**config.mk**
```make
export PLATFORM = sky130hd
export DESIGN_NAME = retrig_pulse_gen
export DESIGN_NICKNAME = d
export VERILOG_FILES = /design/src/rtl/rpg_pkg.sv /design/src/rtl/rpg_sync.sv /design/src/rtl/rpg_edge_gate.sv /design/src/rtl/rpg_timer.sv /design/src/rtl/retrig_pulse_gen.sv
export SDC_FILE = /design/constraint.sdc
export NUM_CORES = 1
export LEC_CHECK = 0
export BUFFER_PORTS_ARGS = -buffer_cell sky130_fd_sc_hd__buf_4
export CORE_UTILIZATION = 45
export DETAILED_ROUTE_END_ITERATION = 8
export GPL_ROUTABILITY_DRIVEN = 1
export MAX_ROUTING_LAYER = met4
export PLACE_DENSITY = 0.68
export SYNTH_ARGS = -nofsm -noshare
export SYNTH_HDL_FRONTEND = slang
export SYNTH_SLANG_ARGS = --single-unit
```
**constraint.sdc**
```tcl
create_clock -name clk -period 2.15 [get_ports clk]
set_input_delay 0.3225 -clock clk [delete_from_list [all_inputs] [get_ports clk]]
set_output_delay 0.3225 -clock clk [all_outputs]
set_load 0.05 [all_outputs]
```
**src/rtl/rpg_pkg.sv**
```systemverilog
package rpg_pkg;

    // Trigger pins as one bundle: fall_n fires on 1->0, rise fires on 0->1.
    typedef struct packed {
        logic fall_n;
        logic rise;
    } trig_pins_t;

    // Levels the pins rest at when no trigger is intended.
    localparam trig_pins_t PINS_IDLE = '{fall_n: 1'b1, rise: 1'b0};

    // Which pin produced a qualified event in the current cycle.
    typedef enum logic [1:0] {
        EV_NONE = 2'd0,
        EV_FALL = 2'd1,
        EV_RISE = 2'd2
    } trig_ev_t;

    typedef enum logic {
        TM_IDLE = 1'b0,
        TM_RUN  = 1'b1
    } tmr_state_t;

    function automatic logic went_low(input logic was, input logic is_now);
        return was & ~is_now;
    endfunction

    function automatic logic went_high(input logic was, input logic is_now);
        return ~was & is_now;
    endfunction

endpackage

```
**src/rtl/rpg_sync.sv**
```systemverilog
module rpg_sync #(
    parameter int            W       = 2,
    parameter int            STAGES  = 2,
    parameter logic [W-1:0]  RST_VAL = '0
) (
    input  logic         clk,
    input  logic         rst,
    input  logic [W-1:0] din,
    output logic [W-1:0] dout
);
    logic [W-1:0] stage_r [STAGES];

    always_ff @(posedge clk) begin
        if (rst) begin
            for (int i = 0; i < STAGES; i++) stage_r[i] <= RST_VAL;
        end else begin
            stage_r[0] <= din;
            for (int i = 1; i < STAGES; i++) stage_r[i] <= stage_r[i-1];
        end
    end

    assign dout = stage_r[STAGES-1];
endmodule

```
**src/rtl/rpg_edge_gate.sv**
```systemverilog
module rpg_edge_gate
    import rpg_pkg::*;
(
    input  logic       clk,
    input  logic       rst,
    input  logic       clear_n,
    input  trig_pins_t pins,
    output trig_ev_t   ev
);
    trig_pins_t prev_r;

    always_ff @(posedge clk) begin
        if (rst) prev_r <= PINS_IDLE;
        else     prev_r <= pins;
    end

    // Each edge is qualified by the level of the other pin.
    always_comb begin
        ev = EV_NONE;
        if (clear_n) begin
            if (went_low(prev_r.fall_n, pins.fall_n) && !pins.rise)
                ev = EV_FALL;
            else if (went_high(prev_r.rise, pins.rise) && pins.fall_n)
                ev = EV_RISE;
        end
    end

    // a pin cannot produce the same edge on two consecutive cycles
    p_no_double_fall_r3: assert property (@(posedge clk) disable iff (rst)
        (ev == EV_FALL) |=> (ev != EV_FALL));
    p_no_double_rise_r3: assert property (@(posedge clk) disable iff (rst)
        (ev == EV_RISE) |=> (ev != EV_RISE));
endmodule

```
**src/rtl/rpg_timer.sv**
```systemverilog
module rpg_timer
    import rpg_pkg::*;
#(
    parameter int WIDTH_W = 8,
    parameter int RECOVER = 4,
    parameter int REC_W   = $clog2(RECOVER + 2)
) (
    input  logic               clk,
    input  logic               rst,
    input  logic               clear_n,
    input  logic               lockout,
    input  logic [WIDTH_W-1:0] width,
    input  trig_ev_t           ev,
    output logic               q
);
    localparam logic [WIDTH_W-1:0] ONE_W   = WIDTH_W'(1);
    localparam logic [REC_W-1:0]   ONE_R   = REC_W'(1);
    localparam logic [REC_W-1:0]   REC_LD  = REC_W'(RECOVER);

    tmr_state_t         st_r;
    logic [WIDTH_W-1:0] cnt_r;
    logic [REC_W-1:0]   rec_r;
    logic               blind;
    logic               locked;
    logic               accept;

    assign blind  = (rec_r != '0);
    assign locked = lockout && (st_r == TM_RUN);
    assign accept = (ev != EV_NONE) && clear_n && (width != '0) && !blind && !locked;

    always_ff @(posedge clk) begin
        if (rst || !clear_n) begin
            st_r  <= TM_IDLE;
            cnt_r <= '0;
            rec_r <= '0;
        end else if (accept) begin
            st_r  <= TM_RUN;
            cnt_r <= width;
            rec_r <= REC_LD;
        end else begin
            if (blind) rec_r <= rec_r - ONE_R;
            if (st_r == TM_RUN) begin
                if (cnt_r == ONE_W) begin
                    st_r  <= TM_IDLE;
                    cnt_r <= '0;
                end else begin
                    cnt_r <= cnt_r - ONE_W;
                end
            end
        end
    end

    assign q = (st_r == TM_RUN);

    // the pulse only starts after a qualified event from the edge logic
    p_start_needs_event_r1: assert property (@(posedge clk) disable iff (rst)
        $rose(q) |-> $past(ev != EV_NONE));
    // a running pulse always has cycles left; width 0 never starts one
    p_run_has_count_r4: assert property (@(posedge clk) disable iff (rst)
        (st_r == TM_RUN) |-> (cnt_r != '0));
    p_zero_width_r4: assert property (@(posedge clk) disable iff (rst)
        (st_r == TM_IDLE && width == '0) |=> (st_r == TM_IDLE));
    // inside the recovery window the count only runs down
    p_blind_window_r6: assert property (@(posedge clk) disable iff (rst)
        (blind && st_r == TM_RUN && cnt_r > ONE_W && clear_n)
        |=> (cnt_r == $past(cnt_r) - ONE_W));
    // with lockout during a pulse the count only runs down
    p_lockout_r7: assert property (@(posedge clk) disable iff (rst)
        (lockout && st_r == TM_RUN && cnt_r > ONE_W && clear_n)
        |=> (cnt_r == $past(cnt_r) - ONE_W));
    // a clear leaves the timer idle
    p_clear_idle_r8: assert property (@(posedge clk) disable iff (rst)
        !clear_n |=> (st_r == TM_IDLE && rec_r == '0));
endmodule

```
**src/rtl/retrig_pulse_gen.sv**
```systemverilog
module retrig_pulse_gen
    import rpg_pkg::*;
#(
    parameter int WIDTH_W     = 8,
    parameter int RECOVER     = 4,
    parameter int SYNC_STAGES = 2
) (
    input  logic               clk,
    input  logic               rst,
    input  logic               trig_fall_n,
    input  logic               trig_rise,
    input  logic               clear_n,
    input  logic               lockout,
    input  logic [WIDTH_W-1:0] width,
    output logic               pulse_q,
    output logic               pulse_qn
);
    localparam int PIN_W = $bits(trig_pins_t);

    trig_pins_t raw_pins;
    logic [PIN_W-1:0] synced_bits;
    trig_pins_t synced_pins;
    trig_ev_t   ev;
    logic       tmr_q;

    assign raw_pins = '{fall_n: trig_fall_n, rise: trig_rise};

    rpg_sync #(
        .W       (PIN_W),
        .STAGES  (SYNC_STAGES),
        .RST_VAL (PINS_IDLE)
    ) sync_i (
        .clk  (clk),
        .rst  (rst),
        .din  (raw_pins),
        .dout (synced_bits)
    );

    assign synced_pins = trig_pins_t'(synced_bits);

    rpg_edge_gate gate_i (
        .clk     (clk),
        .rst     (rst),
        .clear_n (clear_n),
        .pins    (synced_pins),
        .ev      (ev)
    );

    rpg_timer #(
        .WIDTH_W (WIDTH_W),
        .RECOVER (RECOVER)
    ) timer_i (
        .clk     (clk),
        .rst     (rst),
        .clear_n (clear_n),
        .lockout (lockout),
        .width   (width),
        .ev      (ev),
        .q       (tmr_q)
    );

    // The clear masks the registered pulse at once; the timer drops it next edge.
    assign pulse_q  = tmr_q & clear_n;
    assign pulse_qn = ~pulse_q;

    // no pulse directly after reset
    p_reset_quiet_r10: assert property (@(posedge clk)
        rst |=> !pulse_q);
endmodule

```
**Word level (Yosys, flattened, before mapping)**

Memories as Yosys holds them, arrays and structs flattened.
Cells that the tools add are included.

- Muxes and demuxes: 16
- Reduce and logical (&&, ||, !) cells: 18
- Bitwise logic cells: 8
- Eq/ne operators: 1
- $add $sub $neg: 2

Operator list:

| operator | number |
|---|---|
| $mux W8 | 3 |
| $mux W2 | 5 |
| $eq A8 B1 Y1 const B | 1 |
| $reduce_bool A8 Y1 | 1 |
| $sub A8 B1 Y8 const B | 1 |
| $logic_and A1 B1 Y1 | 7 |
| $mux W1 | 6 |
| $mux W3 | 2 |
| $reduce_bool A2 Y1 | 3 |
| $logic_not A1 Y1 | 4 |
| $and A1 B1 Y1 | 3 |
| $not A1 Y1 | 3 |
| $reduce_bool A3 Y1 | 1 |
| $sub A3 B1 Y3 const B | 1 |
| $or A1 B1 Y1 | 2 |
| $reduce_or A2 Y1 | 1 |
| $logic_or A1 B1 Y1 | 1 |

- Input port bits: 14
- Bits in writable memories: 4
- Bits in registers: 14
- Output and inout bits: 2
- Memories: 1

Memory list:

| name | depth | width | read ports | clocked after Yosys merged registers in | wr ports | line | source |
|---|---|---|---|---|---|---|---|
| sync_i.stage_r | 2 | 2 | 2 | 0 | 2 | rpg_sync.sv:11 | `logic [W-1:0] stage_r [STAGES];` |

**Depth between registers and ports, before layout**

- Depth after elaboration: 12
- Gate-level depth with buffers: 8
- Depth with buffers taken out: 7

**By module**

Synthesis repeated with hierarchy kept, for this count alone.

- Cell total of the unflattened synthesis: 109
- Area total of the unflattened synthesis: 955.9 um2

By module, submodules not included:

| module | cells an instance | times used | sequential area each (um2) | area an instance (um2) |
|---|---|---|---|---|
| rpg_timer | 91 | 1 | 240.2 | 750.7 |
| rpg_sync | 10 | 1 | 80.1 | 120.1 |
| rpg_edge_gate | 6 | 1 | 40.0 | 75.1 |
| retrig_pulse_gen | 2 | 1 | 0.0 | 10.0 |

**Worst setup path after synthesis**

OpenSTA, ideal clock, no wires.

- Path kind: register -> register
- Start point: reg timer_i.cnt_r[2]
- End point: reg timer_i.cnt_r[7]
- Buffers on the path: 0
- Setup slack: 0.497 ns
- Data required time: 2.064 ns
- Arrival time: 1.567 ns
- Stages on the path, launching flop included: 5
- Clock period less this slack: 1.653 ns
- Path through: dfxtp_1 > or4b_4 > or3b_1 > mux2i_1 > a211oi_1

- Word-level cells in the longest chain between the ends: 4
- Elaborated cells between the ends (all ways): 5
- Those cells by class: add/sub: 1; eq/ne: 1; mux: 3

RTL lines:

| element | line | source |
|---|---|---|
| start, declared | rpg_timer.sv:21 | `logic [WIDTH_W-1:0] cnt_r;` |
| start signal, assigned | rpg_timer.sv:38 | `cnt_r <= width;` |
| start signal, assigned | rpg_timer.sv:47 | `cnt_r <= cnt_r - ONE_W;` |
| $sub A8 B1 Y8 or $eq A8 B1 Y1 (tied branches) | rpg_timer.sv:47, rpg_timer.sv:43 |  |
| $mux W8 (*) | rpg_timer.sv:43 | `if (cnt_r == ONE_W) begin` |
| $mux W8 (*) | rpg_timer.sv:42 | `if (st_r == TM_RUN) begin` |
| $mux W8 (*) | rpg_timer.sv:36 | `end else if (accept) begin` |

Every way passes the cells marked *; elsewhere a longest branch is shown, timed or not. The select of a mux whose other input is x is not followed.
A chain may end at the register's enable or synchronous reset.

**Final worst setup path**

- Start point: reg timer_i.rec_r[0]
- End point: reg timer_i.cnt_r[5]

- Word-level cells in the longest chain between the ends: 5
- Elaborated cells between the ends (all ways): 6
- Those cells by class: mux: 1; reduce/logical: 5

RTL lines:

| element | line | source |
|---|---|---|
| start, declared | rpg_timer.sv:22 | `logic [REC_W-1:0] rec_r;` |
| start signal, assigned | rpg_timer.sv:41 | `if (blind) rec_r <= rec_r - ONE_R;` |
| $reduce_bool A3 Y1 (*) | rpg_timer.sv:27 | `assign blind = (rec_r != '0);` |
| $logic_not A1 Y1 (*) | rpg_timer.sv:29 | `assign accept = (ev != EV_NONE) && clear_n && (width != '0) && !blind && !locked;` |
| $logic_and A1 B1 Y1 (*) (2 in series) | rpg_timer.sv:29 |  |
| $mux W8 or $reduce_bool A2 Y1 (tied branches) | n/a |  |

Every way passes the cells marked *; elsewhere a longest branch is shown, timed or not.

==> metrics.csv <==
metric,value,unit
critPathLaunchType,flop,
cap_violations,0,
cts-root-buf,clkbuf_4,
synthCells,107,
synth_most_common_cell,dfxtp_1,
clk_pin_slew_worst_paths,0.11,ns
fillers,194,
critical_path_class,reg -> reg,
finalSetupTns,0,ns
outcome,completed,
clockBufferDepth,2,
crit_end,timer_i.cnt_r[5],
syn-cell-area,935,µm²
gp_congestion,0.855,
synth_compound_area_share,19.7,%
synth-edff-count,0,
grt_pass1_vias,677,
path_max_fanout,8,
ant_nets,0,
drive_gt1_share,22.2,%
synth-adder-area-share,6.69,%
yosysTopAreaCellShare,38.6,%
gr-usage-met2,32.9,%
top_usage_layer,met2,
die_h,47.6,µm
routed_wl,1.99,mm
ir_drop,0.404,mV
nets,146,
grt.met1_usage,22.4,%
finalHoldViolCount,0,
synthMuxAreaShare,2.14,%
synthTopCellsByArea,"dfxtp_1 (39%), ha_1 (6.7%), nor3_1 (5.4%)",
area_growth,20.5,%
ys_types,33,
numCtsBuffers,3,
cts_tree,built,
antenna_found_initial,0,
grt_use_total,19.9,%
gr-total-overflow,0,
die_x,47.6,µm
setup_violations,0,
cts_repair_resize_count,0,
vias,837,
fp-row-count,16,
drv_slew,0,
p_per_area,595,nW/µm²
skew,0.0164,ns
synth-simple-area-share,26.8,%
rrSetupSlack,0.22,ns
cts_num_sinks,18,
rsz0062_at_grt,no,
p_leak,0.442,nW
arrival,2.15,ns
worst_pin_slew,0.501,ns
synth_xor_area_share,1.87,%
fin_crit_sh,89.5,%
grt_start_max_net_pins,13,
met3_usage,7.17,%
wire_per_inst,13.0,µm
yosysWarnings,0,
io_buffers,15,
seq_area_frac_synth,38.6,%
coreArea,1960,µm²
drc,0,
synthArstFlopShare,0,%
fin_util,57.4,%
min_path_type,in -> reg,
insertion_delay,0.31,ns
detailed_place_hpwl,1.45,mm
final_cells,153,
first_iter_violations,20,
period_minus_slack,1.93,ns
post_cts_buffers,0,
initial_core_util,47.6,%
ctsHoldBuffers,0,
timing.critical_path.from,timer_i.rec_r[0],
cp-end-kind,flop,
die_area,2260,µm²
worstPathRequired,2.37,ns
synth_ff_type,dfxtp_1,
dp_cells,149,
worstReg2RegStart,timer_i.rec_r[0],
yosysTopAreaCell,dfxtp_1,
ys_ff_latch,18,
grt_pass1_wl,2.94,mm
synth_top_family_by_area,simple AND/OR/NAND/NOR gates,
diodes,0,
htreeDepth,1,
viasPerCell,5.47,
io_pins,16,
ff2ff_path_depth,7,
synth_commonest_cells,"dfxtp_1 (18), nor3_1 (10), inv_1 (7), nand2_1 (7)",
slew_headroom,66.6,%
postSynthAreaPerCell,8.74,µm²
firstDrtPassIters,4,
syn_nets,126,
rr_endpoint,timer_i.cnt_r[5],
max_freq,519,MHz
## worst max-delay path: stages, from the launching register on
cell,delay [ns]
dfxtp_1,0.34
inv_1,0.05
ha_1,0.16
ha_1,0.27
nand2_1,0.09
a221oi_1,0.34
nand2_1,0.30
a311oi_1,0.28
## where the power goes
part | switching [mW] | internal (mW) | leakage [nW] | total (mW)
combinational | 0.0530 | 0.0505 | 0.274 | 0.103
clock | 0.109 | 0.103 | 0.0210 | 0.212
sequential | 0.00941 | 0.345 | 0.147 | 0.354
## sequential cells by signal, indices dropped and copies added (netlist names)
name,count
timer_i.rec_r,3
timer_i.cnt_r,8
timer_i.q,1
gate_i.prev_r,2
sync_i.stage_r,4
## layer usage
metal | wire (µm) | part of all wire, %
met1 | 920 | 46
met2 | 973 | 49
met3 | 84 | 4.2
met4 | 12 | 0.60
met5 | 0 | 0
## worst min path at each step
stage / from / endpoint / slack [ns] / cells past startpoint
floorplan: sync_i.stage_r[0][1] / sync_i.stage_r[0][3] / 0.39 / 1
global placement: sync_i.stage_r[0][1] / sync_i.stage_r[0][3] / 0.40 / 1
detailed placement: sync_i.stage_r[0][1] / sync_i.stage_r[0][3] / 0.39 / 1
CTS: trig_fall_n / sync_i.stage_r[0][1] / 0.20 / 2
global route: trig_fall_n / sync_i.stage_r[0][1] / 0.20 / 2
finish: trig_fall_n / sync_i.stage_r[0][1] / 0.21 / 2
## kinds of logic after synthesis
group / after synthesis
and+or+nand+nor: 44
AOI/OAI and AO/OA: 26
DFF: 18
buffers and inverters: 10
adders and majority gates: 5
xor gates and xnor gates: 2
muxes: 2
## stage by stage
stage / hold slack, ns / setup slack [ns] / power (mW) / cell area [µm²]
after floorplan: 0.389 / 0.497 / 0.424 / 935
final: 0.207 / 0.225 / 0.670 / 1130
after global routing: 0.202 / 0.0536 / 0.696 / 1130
after CTS: 0.201 / 0.224 / 0.673 / 1130
after detailed placement: 0.393 / 0.247 / 0.464 / 1090
after global placement: 0.396 / 0.314 / 0.462 / 1090
## placed cells by master (no fill, tap or decap)
cell type / n
o2bb2ai_1: 1
a21oi_1: 6
nor2b_1: 4
dfxtp_1: 18
nor3_1: 10
a311oi_1: 2
and3b_1: 1
nor3b_1: 2
ha_1: 5
buf_4: 18
o31a_1: 1
a221oi_1: 1
a2bb2oi_1: 1
or3_2: 1
nand2_1: 7
a211oi_1: 6
a221o_1: 1
a22oi_1: 1
nand3_1: 1
clkbuf_8: 1
mux2i_1: 2
clkbuf_4: 3
and2b_2: 1
o21ai_0: 3
or4b_4: 1
a21boi_0: 2
o221ai_1: 1
xor2_1: 2
nor4_1: 4
or3b_1: 1
nor2_1: 5
nand2b_1: 3
inv_1: 7
or2_2: 3
## final cells by class
type / count / area (µm²) / area share (%)
multi-input cells: 79 / 534 / 47.4
well taps: 27 / 33.8 / 3.00
clock buffers: 4 / 36.3 / 3.22
repair buffers: 18 / 135 / 12.0
flip-flops and latches: 18 / 360 / 32.0
inverters: 7 / 26.3 / 2.33
No activity file was read; power rests on OpenSTA's default activity.
